[config.mk]
export PLATFORM = sky130hd
export DESIGN_NAME = nand_cmd_front
export DESIGN_NICKNAME = d
export VERILOG_FILES = /design/src/rtl/nand_seq_pkg.sv /design/src/rtl/nand_cmd_decode.sv /design/src/rtl/nand_outbuf.sv /design/src/rtl/nand_cmd_front.sv
export SDC_FILE = /design/constraint.sdc
export NUM_CORES = 1
export LEC_CHECK = 0
export ABC_AREA = 1
export ABC_CLOCK_PERIOD_IN_PS = 3740
export BUFFER_PORTS_ARGS = -buffer_cell sky130_fd_sc_hd__buf_4
export CORE_ASPECT_RATIO = 1.25
export CORE_MARGIN = 2
export CORE_UTILIZATION = 60
export CTS_CLUSTER_SIZE = 24
export DETAILED_ROUTE_END_ITERATION = 12
export GPL_TIMING_DRIVEN = 0
export HOLD_SLACK_MARGIN = 0.1
export PLACE_DENSITY = 0.86
export SYNTH_ARGS = -nofsm -noshare
export SYNTH_HDL_FRONTEND = slang
export SYNTH_SLANG_ARGS = --single-unit
[constraint.sdc]
create_clock -name clk -period 3.74 [get_ports clk]
set_input_delay 0.748 -clock clk [delete_from_list [all_inputs] [get_ports clk]]
set_output_delay 0.748 -clock clk [all_outputs]
set_load 0.05 [all_outputs]
[src/rtl/nand_seq_pkg.sv]
package nand_seq_pkg;

    localparam logic [7:0] OPC_RD0   = 8'h00;
    localparam logic [7:0] OPC_RD1   = 8'h01;
    localparam logic [7:0] OPC_RD2   = 8'h50;
    localparam logic [7:0] OPC_CONF  = 8'h30;
    localparam logic [7:0] OPC_RSEL  = 8'h05;
    localparam logic [7:0] OPC_RGO   = 8'hE0;
    localparam logic [7:0] OPC_ID    = 8'h90;
    localparam logic [7:0] OPC_RST   = 8'hFF;
    localparam logic [7:0] OPC_PSET  = 8'h80;
    localparam logic [7:0] OPC_PGO   = 8'h10;
    localparam logic [7:0] OPC_ESET  = 8'h60;
    localparam logic [7:0] OPC_EGO   = 8'hD0;
    localparam logic [7:0] OPC_STAT  = 8'h70;
    localparam logic [7:0] OPC_COPY  = 8'h85;

    localparam logic [7:0] ID_FILLER = 8'hA5;
    localparam logic [7:0] ID_SMALL  = 8'hC0;
    localparam logic [7:0] ID_LARGE  = 8'h15;

    typedef enum logic [3:0] {
        K_BAD, K_RD0, K_RD1, K_RD2, K_CONF, K_RSEL, K_RGO, K_ID,
        K_RST, K_PSET, K_PGO, K_ESET, K_EGO, K_STAT, K_COPY
    } op_kind_e;

endpackage

[src/rtl/nand_cmd_decode.sv]
module nand_cmd_decode
    import nand_seq_pkg::*;
#(
    parameter bit LARGE_PAGE = 1'b0
) (
    input  logic [7:0] opc,
    output op_kind_e   kind
);

    always_comb begin
        case (opc)
            OPC_RD0:  kind = K_RD0;
            OPC_RD1:  kind = K_RD1;
            OPC_RD2:  kind = K_RD2;
            OPC_CONF: kind = LARGE_PAGE ? K_CONF : K_BAD;
            OPC_RSEL: kind = LARGE_PAGE ? K_RSEL : K_BAD;
            OPC_RGO:  kind = LARGE_PAGE ? K_RGO  : K_BAD;
            OPC_ID:   kind = K_ID;
            OPC_RST:  kind = K_RST;
            OPC_PSET: kind = K_PSET;
            OPC_PGO:  kind = K_PGO;
            OPC_ESET: kind = K_ESET;
            OPC_EGO:  kind = K_EGO;
            OPC_STAT: kind = K_STAT;
            OPC_COPY: kind = K_COPY;
            default:  kind = K_BAD;
        endcase
    end

endmodule

[src/rtl/nand_outbuf.sv]
module nand_outbuf #(
    parameter int DEPTH = 4
) (
    input  logic                          clk,
    input  logic                          rst_n,
    input  logic                          ld,
    input  logic                          clr,
    input  logic                          rd,
    input  logic [DEPTH*8-1:0]            ld_data,
    input  logic [$clog2(DEPTH+1)-1:0]    ld_len,
    input  logic                          ld_stick,
    output logic [7:0]                    dout
);

    localparam int LW = $clog2(DEPTH + 1);
    localparam int IW = (DEPTH > 1) ? $clog2(DEPTH) : 1;

    typedef struct packed {
        logic [DEPTH*8-1:0] data;
        logic [LW-1:0]      len;
        logic [LW-1:0]      ptr;
        logic               stick;
    } ob_t;

    ob_t st_q, st_d;
    logic [7:0] byte_v [DEPTH];

    for (genvar g = 0; g < DEPTH; g++) begin : g_slot
        assign byte_v[g] = st_q.data[8*g +: 8];
    end

    always_comb begin
        st_d = st_q;
        if (ld) begin
            st_d.data  = ld_data;
            st_d.len   = ld_len;
            st_d.ptr   = '0;
            st_d.stick = ld_stick;
        end else if (clr) begin
            st_d.len   = '0;
            st_d.ptr   = '0;
            st_d.stick = 1'b0;
        end else if (rd && !st_q.stick && (st_q.ptr < st_q.len)) begin
            st_d.ptr = st_q.ptr + 1'b1;
        end
    end

    always_ff @(posedge clk or negedge rst_n) begin
        if (!rst_n) st_q <= '0;
        else        st_q <= st_d;
    end

    assign dout = (st_q.ptr < st_q.len) ? byte_v[st_q.ptr[IW-1:0]] : 8'h00;


    stick_hold_chk: assert property (@(posedge clk) disable iff (!rst_n)
        (st_q.stick && rd && !ld && !clr) |=> $stable(dout));

endmodule

[src/rtl/nand_cmd_front.sv]
module nand_cmd_front
    import nand_seq_pkg::*;
#(
    parameter bit         LARGE_PAGE   = 1'b0,
    parameter int         DENSITY_MBIT = 128,
    parameter logic [7:0] MFR_ID       = 8'hEC,
    parameter logic [7:0] DEV_ID       = 8'h73,
    parameter int         ADDR_BYTES   = 5
) (
    input  logic                    clk,
    input  logic                    rst_n,
    input  logic                    ce_n,
    input  logic                    cle,
    input  logic                    ale,
    input  logic                    wp_n,
    input  logic                    io_we,
    input  logic                    io_re,
    input  logic [7:0]              io_din,
    output logic [7:0]              io_dout,
    output logic                    load_go,
    output logic                    setup_go,
    output logic                    prog_go,
    output logic                    erase_go,
    output logic                    cmd_err,
    output logic [8*ADDR_BYTES-1:0] op_addr,
    output logic [15:0]             op_col
);

    localparam int ADDR_W    = 8 * ADDR_BYTES;
    localparam int CNT_W     = $clog2(ADDR_BYTES + 1);
    localparam int OFS_W     = 16;
    localparam int PAGE_BITS = LARGE_PAGE ? 11 : 9;
    localparam int COL_BITS  = LARGE_PAGE ? 16 : 8;
    localparam int TRIG_CYC  = LARGE_PAGE ? ((DENSITY_MBIT >= 2048) ? 5 : 4) : 3;
    localparam int BUF_BYTES = 4;
    localparam int LW        = $clog2(BUF_BYTES + 1);
    localparam logic [7:0]        ID_LAST   = LARGE_PAGE ? ID_LARGE : ID_SMALL;
    localparam logic [OFS_W-1:0]  PAGE_SIZE = OFS_W'(1) << PAGE_BITS;
    localparam logic [ADDR_W-1:0] COL_MASK  = (ADDR_W'(1) << COL_BITS) - ADDR_W'(1);

    typedef struct packed {
        logic [7:0]        cmd;
        logic [ADDR_W-1:0] addr;
        logic [CNT_W-1:0]  cnt;
        logic [OFS_W-1:0]  ofs;
        logic              fail;
        logic [OFS_W-1:0]  col;
        logic              ld;
        logic              su;
        logic              pg;
        logic              er;
        logic              bad;
    } seq_t;

    seq_t st_q, st_d;
    op_kind_e kind;

    logic                   b_ld, b_clr, b_stick;
    logic [BUF_BYTES*8-1:0] b_data;
    logic [LW-1:0]          b_len;
    logic [CNT_W-1:0]       cnt_inc;
    logic                   cmd_cyc, adr_cyc;

    nand_cmd_decode #(.LARGE_PAGE(LARGE_PAGE)) u_dec (
        .opc  (io_din),
        .kind (kind)
    );

    assign cmd_cyc = io_we && !ce_n && cle;
    assign adr_cyc = io_we && !ce_n && !cle && ale;
    assign cnt_inc = st_q.cnt + 1'b1;

    always_comb begin
        st_d     = st_q;
        st_d.ld  = 1'b0;
        st_d.su  = 1'b0;
        st_d.pg  = 1'b0;
        st_d.er  = 1'b0;
        st_d.bad = 1'b0;
        b_ld     = 1'b0;
        b_clr    = 1'b0;
        b_stick  = 1'b0;
        b_data   = '0;
        b_len    = '0;

        if (cmd_cyc) begin
            if (kind == K_BAD) begin
                st_d.bad = 1'b1;
            end else if (kind == K_CONF && st_q.cmd == OPC_RD0) begin
                st_d.cmd = st_q.cmd;
            end else if (kind == K_RSEL) begin
                st_d.addr = st_q.addr & ~COL_MASK;
                st_d.cnt  = '0;
            end else begin
                st_d.cmd = (kind == K_RD1 || kind == K_RD2) ? OPC_RD0 : io_din;
                if (kind != K_RGO) st_d.cnt = '0;
                b_clr = 1'b1;
                case (kind)
                    K_RD0: st_d.ofs = '0;
                    K_RD1: st_d.ofs = OFS_W'(16'h0100);
                    K_RD2: st_d.ofs = PAGE_SIZE;
                    K_STAT: begin
                        b_ld    = 1'b1;
                        b_data  = {24'h0, wp_n, 1'b0, 5'b0, st_q.fail};
                        b_len   = LW'(1);
                        b_stick = 1'b1;
                    end
                    K_PGO: begin
                        st_d.pg   = wp_n;
                        st_d.fail = !wp_n;
                    end
                    K_EGO: begin
                        st_d.addr = st_q.addr << COL_BITS;
                        st_d.er   = wp_n;
                        st_d.fail = !wp_n;
                    end
                    K_RGO: begin
                        st_d.ld  = 1'b1;
                        st_d.col = OFS_W'(st_q.addr & COL_MASK);
                    end
                    K_RST: begin
                        st_d.cmd  = OPC_RD0;
                        st_d.addr = '0;
                        st_d.cnt  = '0;
                        st_d.ofs  = '0;
                        st_d.fail = 1'b0;
                    end
                    default: ;
                endcase
            end
        end else if (adr_cyc) begin
            if (st_q.cnt < CNT_W'(ADDR_BYTES)) begin
                for (int i = 0; i < ADDR_BYTES; i++) begin
                    if (st_q.cnt == CNT_W'(i)) st_d.addr[8*i +: 8] = io_din;
                end
                st_d.cnt = cnt_inc;
                if (cnt_inc == CNT_W'(1) && st_q.cmd == OPC_ID) begin
                    b_ld   = 1'b1;
                    b_data = {ID_LAST, ID_FILLER, DEV_ID, MFR_ID};
                    b_len  = LW'(BUF_BYTES);
                end
                if (cnt_inc == CNT_W'(TRIG_CYC)) begin
                    if (st_q.cmd == OPC_RD0) begin
                        st_d.ld  = 1'b1;
                        st_d.col = st_q.ofs;
                    end
                    if (st_q.cmd == OPC_PSET) st_d.su = 1'b1;
                end
            end
        end
    end

    always_ff @(posedge clk or negedge rst_n) begin
        if (!rst_n) st_q <= '0;
        else        st_q <= st_d;
    end

    nand_outbuf #(.DEPTH(BUF_BYTES)) u_obuf (
        .clk      (clk),
        .rst_n    (rst_n),
        .ld       (b_ld),
        .clr      (b_clr),
        .rd       (io_re && !ce_n),
        .ld_data  (b_data),
        .ld_len   (b_len),
        .ld_stick (b_stick),
        .dout     (io_dout)
    );

    assign load_go  = st_q.ld;
    assign setup_go = st_q.su;
    assign prog_go  = st_q.pg;
    assign erase_go = st_q.er;
    assign cmd_err  = st_q.bad;
    assign op_addr  = st_q.addr;
    assign op_col   = st_q.col;


    pulse_excl_chk: assert property (@(posedge clk) disable iff (!rst_n)
        $onehot0({load_go, setup_go, prog_go, erase_go, cmd_err}));


    prot_guard_chk: assert property (@(posedge clk) disable iff (!rst_n)
        (prog_go || erase_go) |-> $past(wp_n));


    bad_hold_chk: assert property (@(posedge clk) disable iff (!rst_n)
        cmd_err |-> (op_addr == $past(op_addr) && st_q.cmd == $past(st_q.cmd)));


    cnt_range_chk: assert property (@(posedge clk) disable iff (!rst_n)
        st_q.cnt <= CNT_W'(ADDR_BYTES));

endmodule

# ---- After elaboration in Yosys (flattened, before gate mapping)
# Index checks and enable logic that the tools add are counted.
# Widths: inputs -> output; s select.
dict set report word_totals {
  in_bits 16
  wordCells 180
  register_bits 128
}
dict set report op_classes {
  n_reduce_logical 43
  magnitude_cmp 3
  add_sub_neg 2
  n_eq_ne 36
  mux 73
  bitwise 4
}
# cell n
set op_table {}
lappend op_table {{$mux 43} 4}
lappend op_table {{$mux 77} 2}
lappend op_table {{$mux 32} 4}
lappend op_table {{$mux 8} 14}
lappend op_table {{$pmux 40 s2} 1}
lappend op_table {{$eq 8x8->1 const B} 7}
lappend op_table {{$mux 18} 3}
lappend op_table {{$mux 17} 3}
lappend op_table {{$pmux 16 s3} 1}
lappend op_table {{$pmux 4 s11} 1}
lappend op_table {{$mux 34} 1}
lappend op_table {{$mux 3} 10}
lappend op_table {{$reduce_and 7->1} 4}
lappend op_table {{$eq 8x7->1 const B} 3}
lappend op_table {{$mux 1} 23}
lappend op_table {{$reduce_bool 2->1} 11}
lappend op_table {{$bmux 8 s2} 1}
lappend op_table {{$eq 4x4->1 const B} 4}
lappend op_table {{$logic_not 8->1} 2}
lappend op_table {{$reduce_and 5->1} 3}
lappend op_table {{$eq 4x3->1 const B} 3}
lappend op_table {{$eq 3x2->1 const B} 3}
lappend op_table {{$logic_and 1x1->1} 9}
lappend op_table {{$eq 4x2->1 const B} 2}
lappend op_table {{28 further kinds} 42}

# ---- Longest topological paths before layout
# Gate-level depths: netlist of run 1.
dict set report logic_depth {
  depth_word 9
  ltp_mapped 13
  ltp_nobuf 12
}

# ---- Modules after synthesis
# Synthesis of run 1 repeated with hierarchy kept, for this count alone.
dict set report unflattened {
  cells_unflattened 866
  area_unflattened_um2 6506.2
}
# module seq_area_each_um2 n_inst area_per_inst_um2 cells_each
set by_module_without_submodules {}
lappend by_module_without_submodules {nand_cmd_front 1726.7 1 4347.9 574}
lappend by_module_without_submodules {nand_outbuf 975.9 1 1895.6 230}
lappend by_module_without_submodules {nand_cmd_decode 0.0 1 262.8 62}

# ---- Worst setup path after synthesis of run 1
# Ideal clock, no wire load.
dict set report synth_path {
  kind {register to output}
  startpoint {register u_obuf.st_q[3] (netlist bit)}
  endpoint {output io_dout[0]}
  path_buffers 0
  t_arrival_ns 2.684
  required_ns 2.992
  stages_incl_launch_ff 9
  path_slack_ns 0.308
  cell_sequence {dfrtp_1 > ha_1 > a21oi_1 > inv_1 > nor2_1 > inv_1 > nor2_1 > a21oi_1 > a21oi_1}
}
dict set report synth_between {
  elab_chain_len 2
}
# element line_no
set synth_rtl {}
lappend synth_rtl {{start: declaration} nand_outbuf.sv:25} ;# ob_t st_q, st_d;
lappend synth_rtl {{start signal: assignment} nand_outbuf.sv:50} ;# else st_q <= st_d;
lappend synth_rtl {{$lt 3x3->1} nand_outbuf.sv:53} ;# assign dout = (st_q.ptr < st_q.len) ? byte_v[st_q.ptr[IW-1:0]] : 8'h00;
lappend synth_rtl {{$mux 8} nand_outbuf.sv:53}
lappend synth_rtl {{end: declaration} nand_cmd_front.sv:19} ;# output logic [7:0] io_dout,
# Every way passes these cells.

# ---- Worst setup path in the final report of run 1
# Ends and elaborated chain as after synthesis.

==> flow_summary.yaml, run 1 <==
yosys:
  syn_std_cell_area_um2: 4340
  synth_area_leaders: "sky130_fd_sc_hd__dfrtp_1 44%, sky130_fd_sc_hd__nand2_1 18%, sky130_fd_sc_hd__buf_4 9.9%"
  synth_enable_flop_cells: 0
  synthesis.instances: 567
  synth-compound-area-share_pct: 5.22
  synth_top_area_share_pct: 44.4
  synthSimpleGateAreaFrac_pct: 32.7
  synth_top_flop_cell: "sky130_fd_sc_hd__dfrtp_1"
  dominant_combinational_cell_family_by_area_after_synthesis: "simple AND/OR/NAND/NOR gates"
  synthDominantAreaCellType: "sky130_fd_sc_hd__dfrtp_1"
  xor_and_xnor_fraction_of_the_mapped_netlist_area_pct: 0.404
  muxShareOfSynthArea_pct: 0
  yosys_warnings: 0
  ys_types: 36
  synth.avg_cell_area_um2: 7.65
  synth-adder-area-share_pct: 2.02
  asyncSetResetFlopFracSynth_pct: 100
  synth-seq-area-share_pct: 44.4
  yosys_register_bits: 77
timing:
  period_needed_ps: 3030
  final-max-slew-violation-count: 0
  part_of_the_cycle_the_worst_path_needs_pct: 81.1
  achievable-frequency_mhz: 330
  finalSetupViolCount: 0
  tightest_slew_ps: 942
  setup_repair_after_global_routing_missed_its_margin: "no"
  finalHoldViolations: 0
  worst_slew_margin_rel_pct: 37.2
  clock_skew_ps: 9.08
  setup_total_negative_slack_ps: 0
power_and_ir_drop:
  power.ir.vdd_worst_mv: 0.668
  power_leakage_nw: 2.97
  pwr_density_cell_nw_per_um2: 803
setup_path:
  critPathCaptureType: "output port"
  cp_data_required_time_ps: 2990
  critical_path_class: "flop to output port"
  critical_path.startpoint_type: "flop"
  critPathArrivalTime_ps: 2280
  worst-path-max-fanout: 5
die:
  core_area_um2: 6980
  design.portCount: 85
  dieWidth_um: 80.0
  die_y_um: 99.1
  initial_core_util_pct: 62.2
  full_die_area_um2: 7930
  rows: 34
clock_network:
  resized_after_cts: 0
  worst_skew_pair.late_latency_ps: 360
  cts.htree.levels: 3
  post-cts-setup-buffers: 0
  tritoncts: "yes"
  cts_max_path_buffers: 2
  clock_slew_at_reported_path_ffs_ps: 80
  clock_root_buffer_master: "sky130_fd_sc_hd__clkbuf_8"
  cts-buffers-inserted: 9
  cts.sink_count: 77
  post_cts_hold_buffer_count: 0
grt:
  number_of_antenna_violations_at_the_first_check_in_global_routing: 0
  grt_start_max_net_pins: 78
  overflow_after_grt: 0
  grtUsageTotal_pct: 27.4
  wire_length_of_the_first_global_routing_pass_mm: 17.0
  first_global_vias: 3881
status:
  run_status: "finished, final reports clean"
place:
  half_perimeter_wire_length_after_detailed_placement_mm: 7.50
  numPortBuffers: 78
  globalplace.congestion: 0.950
  dpl.cell_count: 740
final_layout:
  multi_input_area_um2: 1770
  number_of_nets_in_the_final_layout: 684
  drive_gt1_share_pct: 27.0
  n_antenna_cell: 0
  register_area_um2: 1930
  final_cell_count_no_fill: 756
  areaGrowthSynthToFinish_pct: 21.7
  nFillCells: 538
detailed_routing:
  detailroute.via_count: 3928
  vias_per_cell: 5.20
  wl_mm: 10.1
  initial_detailed_routing_violation_count: 310
  ant_nets: 0
  route.detailed.drc: 0
  wl_per_cell_um: 13.4
  first_pass_iters: 5
min_path:
  timing.hold.worst.class: "flop to flop"
flow_run:
  number_of_maximum_capacitance_constraint_violations: 0
[per-stage QoR]
stage | setup WS (ps) | total power [W] | hold slack [ps] | utilization [%] | cell area, um^2
after floorplan | 308 | 0.00294 | 408 | - | 4360
final | 708 | 0.00424 | 472 | 75.6 | 5280
after global placement | 1280 | 0.00348 | 428 | 72.4 | 5050
after detailed placement | 1130 | 0.00355 | 440 | 72.4 | 5050
after global routing | 585 | 0.00446 | 489 | 75.6 | 5280
after CTS | 725 | 0.00425 | 465 | 75.6 | 5280
[cell families (layout without fill, tap and decap cells)]
logic type                 count (synthesis)  count (layout)
and+or+nand+nor                          323             323
buffers and inverters                    115             209
DFF                                       77              77
AOI/OAI and AO/OA                         42              42
adders and majority gates                  7               7
xor gates and xnor gates                   2               2
other                                      1               6
[path summary, 6_finish.rpt]
check                               start    endpoint  slack [ps]  depth (start not counted)
max in group asynchronous           rst_n    st_q[83]        2610                          1
min                              st_q[86]    setup_go         470                          1
min in group asynchronous           rst_n   op_col[0]         520                          1
max reg2reg                      st_q[38]   op_col[8]        1670                          7
min reg2reg                      st_q[86]    setup_go         470                          1
max                        u_obuf.st_q[3]  io_dout[0]         710                          9
[cell type report]
type / count / share of cell area [%]
inverter: 49 / 3.49
sequential: 77 / 36.5
tap: 90 / 2.13
timing repair buffer: 78 / 11.1
buffer: 66 / 8.96
multi-input combinational: 380 / 33.6
clock buffer: 9 / 2.35
clock inverter: 7 / 1.87
[sequential cells by signal, summed over array words and instances (netlist names)]
| register | count |
|---|---|
| op_col | 10 |
| load_go | 1 |
| op_addr | 40 |
| st_q | 14 |
| u_obuf.st_q | 5 |
| u_obuf.byte_v | 3 |
| cmd_err | 1 |
| prog_go | 1 |
| erase_go | 1 |
| setup_go | 1 |
[Yosys cell counts, types with 2 or more instances]
master	n
sky130_fd_sc_hd__a21oi_1	7
sky130_fd_sc_hd__buf_1	2
sky130_fd_sc_hd__buf_2	3
sky130_fd_sc_hd__buf_4	57
sky130_fd_sc_hd__clkbuf_1	3
sky130_fd_sc_hd__dfrtp_1	77
sky130_fd_sc_hd__ha_1	7
sky130_fd_sc_hd__inv_1	45
sky130_fd_sc_hd__inv_2	4
sky130_fd_sc_hd__nand2_1	206
sky130_fd_sc_hd__nand2_2	5
sky130_fd_sc_hd__nand3_1	48
sky130_fd_sc_hd__nand3_2	3
sky130_fd_sc_hd__nand3b_2	3
sky130_fd_sc_hd__nand4_1	7
sky130_fd_sc_hd__nor2_1	34
sky130_fd_sc_hd__nor2_2	2
sky130_fd_sc_hd__nor2_4	4
sky130_fd_sc_hd__nor3_1	4
sky130_fd_sc_hd__nor4_1	3
sky130_fd_sc_hd__o21ai_0	22
sky130_fd_sc_hd__o21ai_1	6
sky130_fd_sc_hd__o31ai_1	2
[critical path, stage by stage, from the launching register on]
cell and delay, ps:
sky130_fd_sc_hd__dfrtp_1 410, sky130_fd_sc_hd__ha_1 300, sky130_fd_sc_hd__a21oi_1 280, sky130_fd_sc_hd__inv_1 120
sky130_fd_sc_hd__nor2_1 100, sky130_fd_sc_hd__inv_1 80, sky130_fd_sc_hd__nor2_1 180, sky130_fd_sc_hd__a21oi_1 70
sky130_fd_sc_hd__a21oi_1 160, sky130_fd_sc_hd__buf_4 220
[power by group]
part | switching (W) | leakage, nW | internal (W) | total (W)
sequential | 0.000228 | 0.969 | 0.00108 | 0.00131
combinational | 0.00144 | 1.90 | 0.000780 | 0.00222
clock | 0.000326 | 0.110 | 0.000379 | 0.000704
[routing by layer]
layer	wire length [um]	global-route usage [%]
met1	3910	32.4
met2	5250	46.5
met3	650	6.41
met4	284	13.0
met5	0	0
[cell usage in the layout, fill, tap and decap left out, types with 2 or more instances in the layout]
cell                        count
sky130_fd_sc_hd__nor3_1         4
sky130_fd_sc_hd__clkinv_4       2
sky130_fd_sc_hd__a21oi_1        7
sky130_fd_sc_hd__bufinv_16      2
sky130_fd_sc_hd__o21ai_1        6
sky130_fd_sc_hd__nand3_2        3
sky130_fd_sc_hd__nand4_1        7
sky130_fd_sc_hd__buf_1          2
sky130_fd_sc_hd__clkbuf_8       9
sky130_fd_sc_hd__nor2_1        34
sky130_fd_sc_hd__conb_1         6
sky130_fd_sc_hd__clkbuf_1       3
sky130_fd_sc_hd__buf_4        135
sky130_fd_sc_hd__buf_2          3
sky130_fd_sc_hd__o31ai_1        2
sky130_fd_sc_hd__ha_1           7
sky130_fd_sc_hd__nor4_1         3
sky130_fd_sc_hd__inv_2          4
sky130_fd_sc_hd__nand2_2        5
sky130_fd_sc_hd__nand2_1      206
sky130_fd_sc_hd__o21ai_0       22
sky130_fd_sc_hd__dfrtp_1       77
sky130_fd_sc_hd__nor2_4         4
sky130_fd_sc_hd__nand3b_2       3
sky130_fd_sc_hd__nor2_2         2
sky130_fd_sc_hd__inv_1         45
sky130_fd_sc_hd__nand3_1       48
(Power assumes the default switching activity.)
==> inputs of run 2 (changes only) <==
ABC_CLOCK_PERIOD_IN_PS = 2400   (was 3740)
CORE_UTILIZATION = 50   (was 60)
PLACE_DENSITY = 0.76   (was 0.86)
clock period = 2.4 ns   (was 3.74 ns; I/O delays follow)
==> run 2 against run 1 <==
  * Register-to-register slack lost 1200 ps
  * Wire length grew 2.2%
  * Core utilization shrank 12 points
  * Flip-flop and latch count is the same
  * Die area grew 19%
  * Design area grew 2.8%
  * Non-clock buffer count grew 10
  * Largest cell class unchanged
==> flow_summary.yaml, run 2 (synthesis gave the netlist of run 1 again) <==
setup_path:
  ff2ff_path_depth: 7
  critical_path_class: "flop to output port"
  critical_path.startpoint_type: "flop"
  worstReg2RegStart: "st_q[38]"
  critPathArrivalTime_ps: 1840
  worst-path-max-fanout: 4
  regToRegSetupSlack_ps: 430
  worst_r2r_endpoint: "op_col[8]"
  crit_path_start: "u_obuf.st_q[6]"
  critPathCaptureType: "output port"
  cp_data_required_time_ps: 1920
detailed_routing:
  first_pass_iters: 5
  wl_mm: 10.3
  route.detailed.drc: 0
  ant_nets: 0
  vias_per_cell: 5.13
  detailroute.via_count: 3982
  wl_per_cell_um: 13.3
  initial_detailed_routing_violation_count: 197
grt:
  first_global_vias: 3748
  grtUsageTotal_pct: 23.0
  number_of_antenna_violations_at_the_first_check_in_global_routing: 0
  grt_start_max_net_pins: 78
  wire_length_of_the_first_global_routing_pass_mm: 17.0
  overflow_after_grt: 0
clock_network:
  clock_slew_at_reported_path_ffs_ps: 80
  tritoncts: "yes"
  cts_max_path_buffers: 2
  worst_skew_pair.late_latency_ps: 360
  cts.htree.levels: 3
  cts-buffers-inserted: 9
  post_cts_hold_buffer_count: 0
  cts.sink_count: 77
  clock_root_buffer_master: "sky130_fd_sc_hd__clkbuf_8"
final_layout:
  top_library_cells_by_usage_in_the_layout_fill_and_taps_aside: "206 x sky130_fd_sc_hd__nand2_1, 141 x sky130_fd_sc_hd__buf_4, 75 x sky130_fd_sc_hd__dfrtp_1"
  register_area_um2: 1930
  final_cell_count_no_fill: 776
  max_ffs_per_register: 40
  nFillCells: 755
  areaGrowthSynthToFinish_pct: 25.0
  drive_gt1_share_pct: 30.5
  number_of_nets_in_the_final_layout: 694
  n_antenna_cell: 0
  multi_input_area_um2: 1840
  layout.cells.most_common: "sky130_fd_sc_hd__nand2_1"
die:
  die_y_um: 108
  full_die_area_um2: 9440
  initial_core_util_pct: 50.7
  rows: 38
  design.portCount: 85
  dieWidth_um: 87.3
  core_area_um2: 8560
power_and_ir_drop:
  power_leakage_nw: 3.01
  pwr_density_cell_nw_per_um2: 1240
  power.ir.vdd_worst_mv: 1.21
timing:
  finalSetupViolCount: 0
  period_needed_ps: 2320
  setup_total_negative_slack_ps: 0
  part_of_the_cycle_the_worst_path_needs_pct: 96.5
  achievable-frequency_mhz: 432
  clock_skew_ps: 11.3
  finalHoldViolations: 0
  tightest_slew_ps: 944
  worst_slew_margin_rel_pct: 37.1
  setup_repair_after_global_routing_missed_its_margin: "no"
  final-max-slew-violation-count: 0
place:
  dpl.cell_count: 750
  half_perimeter_wire_length_after_detailed_placement_mm: 7.67
  globalplace.congestion: 0.891
  numPortBuffers: 78
flow_run:
  number_of_maximum_capacitance_constraint_violations: 0
min_path:
  timing.hold.worst.class: "input port to async pin"
status:
  run_status: "finished, final reports clean"
[run 2: changes by cell type in the layout (fill, tap and decap cells not counted), moves of 4 or more]
cell	delta
sky130_fd_sc_hd__buf_4	+6
sky130_fd_sc_hd__inv_1	-5
sky130_fd_sc_hd__inv_2	+5
sky130_fd_sc_hd__a21oi_1	-4
sky130_fd_sc_hd__buf_6	+4
sky130_fd_sc_hd__clkbuf_8	+4
[run 2: worst max path at each step]
| stage | to | cells past startpoint | slack (ps) |
|---|---|---|---|
| after floorplan | io_dout[0] | 8 | -260 |
| after global placement | io_dout[0] | 9 | 200 |
| after detailed placement | io_dout[0] | 9 | 170 |
| after CTS | io_dout[0] | 10 | -2 |
| after global routing | io_dout[0] | 10 | 20 |
| final | io_dout[0] | 10 | 80 |
[run 2: report_power, final]
group / switching (W) / total [W] / internal, W
clock: 0.000474 / 0.000963 / 0.000489
sequential: 0.000336 / 0.00203 / 0.00169
combinational: 0.00236 / 0.00376 / 0.00139
total: 0.00317 / 0.00675 / 0.00357
[run 2: final cells by class]
type                    count  area share, %
well taps                 100           2.31
inverters                  49           3.39
multi-input cells         380           33.9
plain buffers              66           8.72
flip-flops and latches     77           35.6
repair buffers             88           12.5
clock inverters             2          0.277
clock buffers              14           3.37
[run 2: worst max-delay path, stage by stage (launching register included)]
cell and delay [ps]:
sky130_fd_sc_hd__dfrtp_1 380, sky130_fd_sc_hd__inv_2 80, sky130_fd_sc_hd__ha_4 210, sky130_fd_sc_hd__a21oi_4 150, sky130_fd_sc_hd__inv_2 50, sky130_fd_sc_hd__nor2_2 90, sky130_fd_sc_hd__inv_2 70, sky130_fd_sc_hd__nor2_4 100
sky130_fd_sc_hd__a21oi_2 50, sky130_fd_sc_hd__a21oi_2 130, sky130_fd_sc_hd__buf_6 170
[run 2: repair_timing]
action                                  in CTS  in global routing
endpoints found under the setup margin       6                  7
setup buffers                                8                  2
gates resized for setup                      7                 13
pin swaps                                    4                  4
[run 2: layer usage]
layer	GRT usage [%]	part of all wire (%)	vias to the layer above
met5	0	0	-
met4	10.8	2.8	0
met3	4.27	5.7	30
met2	40.2	53	147
met1	27.0	38	1868
li1	-	-	1937
[run 2: through the flow]
| step | power (W) | setup slack (ps) | hold slack, ps | cell area, um^2 | util, % |
|---|---|---|---|---|---|
| floorplan | 0.00462 | -260 | 184 | 4370 | - |
| global placement | 0.00547 | 199 | 431 | 5080 | 59.4 |
| detailed placement | 0.00554 | 172 | 448 | 5080 | 59.4 |
| CTS | 0.00666 | -1.92 | 299 | 5360 | 62.6 |
| global route | 0.00712 | 16.7 | 329 | 5420 | 63.3 |
| finish | 0.00675 | 83.0 | 258 | 5420 | 63.3 |
